===== config.mk =====
export PLATFORM = sky130hd
export DESIGN_NAME = edge_pulse_counter
export DESIGN_NICKNAME = d
export VERILOG_FILES = /design/src/rtl/epc_pkg.sv /design/src/rtl/epc_sync.sv /design/src/rtl/epc_step_dec.sv /design/src/rtl/epc_count_core.sv /design/src/rtl/edge_pulse_counter.sv
export SDC_FILE = /design/constraint.sdc
export NUM_CORES = 1
export LEC_CHECK = 0
export BUFFER_PORTS_ARGS = -buffer_cell sky130_fd_sc_hd__buf_4
export CAP_MARGIN = 20
export CORE_MARGIN = 1.5
export CORE_UTILIZATION = 40
export DETAILED_ROUTE_END_ITERATION = 12
export PLACE_DENSITY = 0.74
export SLEW_MARGIN = 20
export SYNTH_ARGS = -nofsm -noshare
export SYNTH_HDL_FRONTEND = slang
export SYNTH_SLANG_ARGS = --single-unit
export TNS_END_PERCENT = 100

===== constraint.sdc =====
create_clock -name clk -period 2.8 [get_ports clk]
set_input_delay 0.14 -clock clk [delete_from_list [all_inputs] [get_ports clk]]
set_output_delay 0.14 -clock clk [all_outputs]
set_load 0.03 [all_outputs]

===== src/rtl/epc_pkg.sv =====
package epc_pkg;
   typedef enum logic [1:0] {
      EDGE_NONE = 2'b00,
      EDGE_UP   = 2'b01,
      EDGE_DOWN = 2'b10,
      EDGE_RSVD = 2'b11
   } edge_act_e;

   typedef enum logic [1:0] {
      LVL_KEEP  = 2'b00,
      LVL_FLIP  = 2'b01,
      LVL_HOLD  = 2'b10,
      LVL_RSVD  = 2'b11
   } lvl_act_e;

   typedef struct packed {
      logic up;
      logic dn;
   } step_t;
endpackage


===== src/rtl/epc_sync.sv =====
module epc_sync #(
   parameter int W      = 2,
   parameter int STAGES = 2
) (
   input  logic         clk,
   input  logic         rst_n,
   input  logic [W-1:0] async_i,
   output logic [W-1:0] sync_o
);
   logic [STAGES-1:0][W-1:0] stage_q;

   always_ff @(posedge clk or negedge rst_n) begin
      if (!rst_n) stage_q <= '0;
      else        stage_q <= {stage_q[STAGES-2:0], async_i};
   end

   assign sync_o = stage_q[STAGES-1];
endmodule


===== src/rtl/epc_step_dec.sv =====
module epc_step_dec
   import epc_pkg::*;
(
   input  logic        clk,
   input  logic        rst_n,
   input  logic        pulse_s,
   input  logic        ctrl_s,
   input  logic [1:0]  rise_mode,
   input  logic [1:0]  fall_mode,
   input  logic [1:0]  lo_mode,
   input  logic [1:0]  hi_mode,
   output step_t       step_o
);
   logic      prev_q;
   logic      rise_w, fall_w;
   edge_act_e act_w;
   lvl_act_e  lvl_w;
   logic      base_up, base_dn;

   always_ff @(posedge clk or negedge rst_n) begin
      if (!rst_n) prev_q <= 1'b0;
      else        prev_q <= pulse_s;
   end

   assign rise_w = pulse_s & ~prev_q;
   assign fall_w = ~pulse_s & prev_q;

   always_comb begin
      if (rise_w)      act_w = edge_act_e'(rise_mode);
      else if (fall_w) act_w = edge_act_e'(fall_mode);
      else             act_w = EDGE_NONE;
      lvl_w   = ctrl_s ? lvl_act_e'(hi_mode) : lvl_act_e'(lo_mode);
      base_up = (act_w == EDGE_UP);
      base_dn = (act_w == EDGE_DOWN);
      case (lvl_w)
         LVL_KEEP: step_o = '{up: base_up, dn: base_dn};
         LVL_FLIP: step_o = '{up: base_dn, dn: base_up};
         default:  step_o = '{up: 1'b0,    dn: 1'b0};
      endcase
   end
endmodule


===== src/rtl/epc_count_core.sv =====
module epc_count_core
   import epc_pkg::*;
#(
   parameter int CNT_W = 16
) (
   input  logic                    clk,
   input  logic                    rst_n,
   input  step_t                   step_i,
   input  logic                    pause_i,
   input  logic                    clear_i,
   input  logic                    resume_i,
   input  logic signed [CNT_W-1:0] hi_i,
   input  logic signed [CNT_W-1:0] lo_i,
   output logic signed [CNT_W-1:0] count_o,
   output logic                    evt_o
);
   logic run_q;
   logic at_hi, at_lo;

   assign at_hi = (count_o >= hi_i);
   assign at_lo = (count_o <= lo_i);

   always_ff @(posedge clk or negedge rst_n) begin
      if (!rst_n)        run_q <= 1'b1;
      else if (pause_i)  run_q <= 1'b0;
      else if (resume_i) run_q <= 1'b1;
   end

   always_ff @(posedge clk or negedge rst_n) begin
      if (!rst_n) begin
         count_o <= '0;
         evt_o   <= 1'b0;
      end else if (clear_i) begin
         count_o <= '0;
         evt_o   <= 1'b0;
      end else if (run_q && step_i.up) begin
         count_o <= at_hi ? '0 : count_o + 1'b1;
         evt_o   <= at_hi;
      end else if (run_q && step_i.dn) begin
         count_o <= at_lo ? '0 : count_o - 1'b1;
         evt_o   <= at_lo;
      end else begin
         evt_o   <= 1'b0;
      end
   end
endmodule


===== src/rtl/edge_pulse_counter.sv =====
module edge_pulse_counter
   import epc_pkg::*;
#(
   parameter int CNT_W       = 16,
   parameter int SYNC_STAGES = 2
) (
   input  logic                    clk,
   input  logic                    rst_n,
   input  logic                    pulse_in,
   input  logic                    ctrl_in,
   input  logic [1:0]              rise_mode,
   input  logic [1:0]              fall_mode,
   input  logic [1:0]              ctrl_lo_mode,
   input  logic [1:0]              ctrl_hi_mode,
   input  logic signed [CNT_W-1:0] limit_hi,
   input  logic signed [CNT_W-1:0] limit_lo,
   input  logic                    cmd_pause,
   input  logic                    cmd_clear,
   input  logic                    cmd_resume,
   output logic signed [CNT_W-1:0] count_o,
   output logic                    limit_evt_o
);
   localparam int PIN_W = 2;

   generate
      if (CNT_W < 4) begin : g_bad_width
         $error("edge_pulse_counter: CNT_W must be at least 4");
      end
      if (SYNC_STAGES < 2) begin : g_bad_sync
         $error("edge_pulse_counter: SYNC_STAGES must be at least 2");
      end
   endgenerate

   logic [PIN_W-1:0] pins_s;
   step_t            step_w;

   epc_sync #(.W(PIN_W), .STAGES(SYNC_STAGES)) sync_i (
      .clk     (clk),
      .rst_n   (rst_n),
      .async_i ({ctrl_in, pulse_in}),
      .sync_o  (pins_s)
   );

   epc_step_dec dec_i (
      .clk       (clk),
      .rst_n     (rst_n),
      .pulse_s   (pins_s[0]),
      .ctrl_s    (pins_s[1]),
      .rise_mode (rise_mode),
      .fall_mode (fall_mode),
      .lo_mode   (ctrl_lo_mode),
      .hi_mode   (ctrl_hi_mode),
      .step_o    (step_w)
   );

   epc_count_core #(.CNT_W(CNT_W)) core_i (
      .clk      (clk),
      .rst_n    (rst_n),
      .step_i   (step_w),
      .pause_i  (cmd_pause),
      .clear_i  (cmd_clear),
      .resume_i (cmd_resume),
      .hi_i     (limit_hi),
      .lo_i     (limit_lo),
      .count_o  (count_o),
      .evt_o    (limit_evt_o)
   );
endmodule


==> flow_summary.html <==
<table>
<tr><th>Metric</th><th>Value</th></tr>
<tr><th colspan="2">Status</th></tr>
<tr><td>Outcome</td><td>finished clean</td></tr>
<tr><th colspan="2">Clocking</th></tr>
<tr><td>Clock transition at path regs</td><td>80 ps</td></tr>
<tr><td>Clock sinks</td><td>23</td></tr>
<tr><td>Clock tree from TritonCTS</td><td>done</td></tr>
<tr><td>Max H-tree Level</td><td>1</td></tr>
<tr><td>TritonCTS buffer count</td><td>3</td></tr>
<tr><td>Clock Tree Buf Depth</td><td>2</td></tr>
<tr><td>Root buf cell</td><td>sky130_fd_sc_hd__clkbuf_8</td></tr>
<tr><td>Clock Latency Late Sink</td><td>270 ps</td></tr>
<tr><th colspan="2">Global routing</th></tr>
<tr><td>Antenna violations before repair</td><td>0</td></tr>
<tr><td>First-pass GRT wire length</td><td>12.6 mm</td></tr>
<tr><td>Total GRT Usage</td><td>22.1%</td></tr>
<tr><td>Pin count of the biggest net entering global routing</td><td>24</td></tr>
<tr><td>Number of global-route vias before repair</td><td>2,713</td></tr>
<tr><td>Total congestion overflow after global routing</td><td>0</td></tr>
<tr><th colspan="2">Routing</th></tr>
<tr><td>Number of detailed-routing iterations run before antenna repair</td><td>5</td></tr>
<tr><td>Number of DRC markers after the initial detailed-route iteration</td><td>204</td></tr>
<tr><td>Remaining antenna violation count after routing</td><td>0</td></tr>
<tr><td>Vias per cell</td><td>5.71</td></tr>
<tr><td>Total Wirelength</td><td>7.53 mm</td></tr>
<tr><td>Remaining routing DRC violations</td><td>0</td></tr>
<tr><td>Average routed wire per standard cell</td><td>15.5 um</td></tr>
<tr><td>Number of vias in the routed layout</td><td>2,770</td></tr>
<tr><th colspan="2">Critical path</th></tr>
<tr><td>Endpoint of the worst register-to-register path</td><td>core_i.count_o[15]</td></tr>
<tr><td>Worst setup EP type</td><td>flop</td></tr>
<tr><td>Setup slack, reg-to-reg</td><td>70 ps</td></tr>
<tr><td>Arrival @ worst endpoint</td><td>2920 ps</td></tr>
<tr><td>Register-to-Register Path Depth</td><td>7</td></tr>
<tr><td>Maximum fanout count along the critical path</td><td>6</td></tr>
<tr><td>Critical Path Start Type</td><td>flop</td></tr>
<tr><td>Reg-to-reg startpoint</td><td>core_i.count_o[5]</td></tr>
<tr><td>Setup Crit Path Kind</td><td>reg -&gt; reg</td></tr>
<tr><td>CP required</td><td>2990 ps</td></tr>
<tr><th colspan="2">Finish</th></tr>
<tr><td>Area occupied by multi-input gates</td><td>1760 sq um</td></tr>
<tr><td>Antenna cell count</td><td>0</td></tr>
<tr><td>Area growth from synthesis to layout</td><td>35.9%</td></tr>
<tr><td>Final design utilization</td><td>57.3%</td></tr>
<tr><td>Final instance area</td><td>3470 sq um</td></tr>
<tr><td>Proportion of layout cells with a drive suffix above 1</td><td>34.4%</td></tr>
<tr><td>Number of nets in the layout</td><td>492</td></tr>
<tr><td>Count of fill cells added during filler insertion</td><td>553</td></tr>
<tr><td>Reg area</td><td>582 sq um</td></tr>
<tr><th colspan="2">Power and ir drop</th></tr>
<tr><td>Pwr/cell area</td><td>446 nW/um^2</td></tr>
<tr><td>Switching pwr</td><td>0.640 mW</td></tr>
<tr><td>P_leak</td><td>1.78 nW</td></tr>
<tr><td>Cell-internal power</td><td>0.908 mW</td></tr>
<tr><td>Fraction of power spent switching nets</td><td>41.4%</td></tr>
<tr><td>Part of the power in registers</td><td>25.4%</td></tr>
<tr><td>Combinational fraction of design power</td><td>60.7%</td></tr>
<tr><td>PnR Total Power</td><td>1.55 mW</td></tr>
<tr><td>Portion of total power attributed to the clock network</td><td>13.9%</td></tr>
<tr><td>Max VDD drop</td><td>0.466 mV</td></tr>
<tr><th colspan="2">Die</th></tr>
<tr><td>Starting Density</td><td>42.2%</td></tr>
<tr><td>Floorplan die height</td><td>83.0 um</td></tr>
<tr><td>Area of the placeable core</td><td>6060 sq um</td></tr>
<tr><td>Floorplan row count</td><td>28</td></tr>
<tr><td>Die ar.</td><td>6880 sq um</td></tr>
<tr><td>Die X-Extent</td><td>83.0 um</td></tr>
<tr><td>Top-level port count</td><td>64</td></tr>
<tr><th colspan="2">Synthesis</th></tr>
<tr><td>Number of enable-type register cells in the synthesized netlist</td><td>0</td></tr>
<tr><td>Top FF cell, synth</td><td>sky130_fd_sc_hd__dfrtp_1</td></tr>
<tr><td>Count of different cell masters after synthesis</td><td>60</td></tr>
<tr><td>Synth Register Bits</td><td>23</td></tr>
<tr><td>Net count of the mapped netlist</td><td>385</td></tr>
<tr><td>Dominant cell by count in the synthesized netlist</td><td>sky130_fd_sc_hd__inv_1</td></tr>
<tr><td>Top cell types by occurrence after synthesis</td><td>sky130_fd_sc_hd__inv_1, sky130_fd_sc_hd__ha_1, sky130_fd_sc_hd__dfrtp_1, sky130_fd_sc_hd__nand2_1, sky130_fd_sc_hd__nor2_1</td></tr>
<tr><td>Synth warn</td><td>0</td></tr>
<tr><td>Share of synthesized area occupied by flip-flops and latches</td><td>22.6%</td></tr>
<tr><td>Post-Synthesis Mean Instance Area</td><td>8.41 sq um</td></tr>
<tr><td>Synthesized instance count</td><td>304</td></tr>
<tr><td>Leading area contributor after synthesis</td><td>sky130_fd_sc_hd__dfrtp_1</td></tr>
<tr><td>Leading cell types by total area after synthesis</td><td>sky130_fd_sc_hd__dfrtp_1, sky130_fd_sc_hd__ha_1, sky130_fd_sc_hd__inv_1, sky130_fd_sc_hd__o211ai_1, sky130_fd_sc_hd__nand2_1</td></tr>
<tr><td>Share of the synthesized area in the top cell type</td><td>21.5%</td></tr>
<tr><td>Netlist Area Pre-Place</td><td>2560 sq um</td></tr>
<tr><td>Share of flip-flops with an asynchronous set or reset</td><td>100%</td></tr>
<tr><th colspan="2">Hold path</th></tr>
<tr><td>Cell depth of the worst hold path</td><td>3</td></tr>
<tr><td>Startpoint of the lowest-slack hold path</td><td>cmd_resume</td></tr>
<tr><td>Hold Path Sink</td><td>core_i.run_q</td></tr>
<tr><td>Worst hold path class</td><td>in -&gt; reg</td></tr>
<tr><th colspan="2">Timing</th></tr>
<tr><td>Worst slew margin relative to its limit</td><td>59.4%</td></tr>
<tr><td>Fmax achieved</td><td>367 MHz</td></tr>
<tr><td>Setup violators final</td><td>0</td></tr>
<tr><td>Fin crit share</td><td>97.4%</td></tr>
<tr><td>Final period demand of the worst path</td><td>2730 ps</td></tr>
<tr><td>Total negative slack for setup checks</td><td>0 ps</td></tr>
<tr><td>Worst slew pin tran</td><td>608 ps</td></tr>
<tr><td>Max-slew violations</td><td>0</td></tr>
<tr><td>Worst Skew</td><td>1.22 ps</td></tr>
<tr><td>Final-report hold violation count</td><td>0</td></tr>
<tr><td>Hold slack final</td><td>80.2 ps</td></tr>
<tr><th colspan="2">Placement</th></tr>
<tr><td>Detailed placement HPWL</td><td>6.09 mm</td></tr>
<tr><td>Placer Congestion</td><td>0.916</td></tr>
<tr><td>IO buf count</td><td>63</td></tr>
<tr><td>Placed instance area</td><td>3350 sq um</td></tr>
<tr><th colspan="2">Job</th></tr>
<tr><td>Max-cap viol count</td><td>0</td></tr>
</table>
==> flip-flops by register name, summed over array words and instances, names as in the netlist <==
| name | cells |
|---|---|
| core_i.count_o | 16 |
| sync_i.stage_q | 2 |
| sync_i.sync_o | 2 |
| core_i.evt_o | 1 |
| core_i.run_q | 1 |
| dec_i.prev_q | 1 |
==> layer usage <==
| layer | vias to the layer above | share of wire, % | global-route usage, % | wire length (um) |
|---|---|---|---|---|
| met5 | - | 0 | 0 | 0 |
| met4 | 0 | 1.8 | 6.52 | 137 |
| met3 | 15 | 5.7 | 2.39 | 429 |
| met2 | 98 | 49 | 38.1 | 3680 |
| met1 | 1310 | 44 | 29.1 | 3290 |
| li1 | 1347 | - | - | - |
==> timing repair <==
action / in CTS / in global routing
endpoints found under the setup margin: 0 / 16
hold endpoints to repair: 25 / 0
hold buffers: 4 / 0
resized for setup: 0 / 4
setup buffers: 0 / 4
==> worst max-delay path by stage <==
stage / startpoint / endpoint / slack, ps / cells past startpoint
3_5_place_dp: core_i.count_o[5] / core_i.count_o[15] / 80 / 7
4_1_cts: core_i.count_o[5] / core_i.count_o[15] / 60 / 7
3_3_place_gp: core_i.count_o[15] / core_i.count_o[11] / 110 / 10
6_report: core_i.count_o[5] / core_i.count_o[15] / 70 / 7
2_1_floorplan: core_i.count_o[3] / core_i.count_o[15] / 40 / 8
5_1_grt: core_i.count_o[14] / core_i.count_o[11] / -6 / 10
==> power groups by stage <==
stage          Clock [mW]  Sequential, mW  Combinational, mW
2_1_floorplan           0           0.468              0.534
3_3_place_gp            0           0.399              0.890
3_5_place_dp            0           0.400              0.911
4_1_cts             0.224           0.394              0.920
5_1_grt             0.232           0.398               1.04
6_report            0.215           0.393              0.940
==> layout make-up <==
| type | count | share of cell area, % |
|---|---|---|
| Tap cell | 75 | 2.70 |
| Inverter | 39 | 4.21 |
| Sequential cell | 23 | 16.7 |
| Timing Repair Buffer | 110 | 24.4 |
| Clock buffer | 4 | 1.30 |
| Multi-Input combinational cell | 234 | 50.6 |
==> critical path: stages (launching register included) <==
cell,delay [ps]
sky130_fd_sc_hd__dfrtp_2,450
sky130_fd_sc_hd__or4_4,560
sky130_fd_sc_hd__or4_4,440
sky130_fd_sc_hd__or4_4,440
sky130_fd_sc_hd__or4_4,440
sky130_fd_sc_hd__a21oi_2,130
sky130_fd_sc_hd__o21ai_1,100
sky130_fd_sc_hd__o211ai_2,80
==> cells in the final DEF (no fill, tap or decap), drive strengths merged, types with 4 or more instances in the layout <==
cell         synthesis  layout
ha                  34      34
nor4bb               4       4
buf                  5     106
o211ai              15      15
dlygate4sd3          0       4
o21ai               14      14
nand2               22      22
and3                 6       6
nor3                12      12
nor4                 9       9
clkbuf               3       4
o31ai                4       4
a21o                 4       4
a21oi               16      16
or4                  4       4
dfrtp               22      22
inv                 39      39
nand4                8       8
or2                  9       9
nor2                19      19
nand3               10      10
==> through the flow <==
step | cells | setup WS [ps]
2_1_floorplan | 304 | 44.0
3_3_place_gp | 473 | 111
3_5_place_dp | 473 | 83.1
4_1_cts | 481 | 59.3
5_1_grt | 485 | -5.81
6_report | 485 | 72.9
==> cell families after synthesis <==
family                   Yosys count  synth area share (%)
AND/OR/NAND/NOR                  114                  27.2
AO/OA/AOI/OAI                     82                  22.9
adder cells (fa/ha/maj)           34                  16.6
flip-flops                        23                  22.6
multiplexers                       4                  1.61
buffers and inverters             47                  9.10
(Power assumes the default switching activity.)
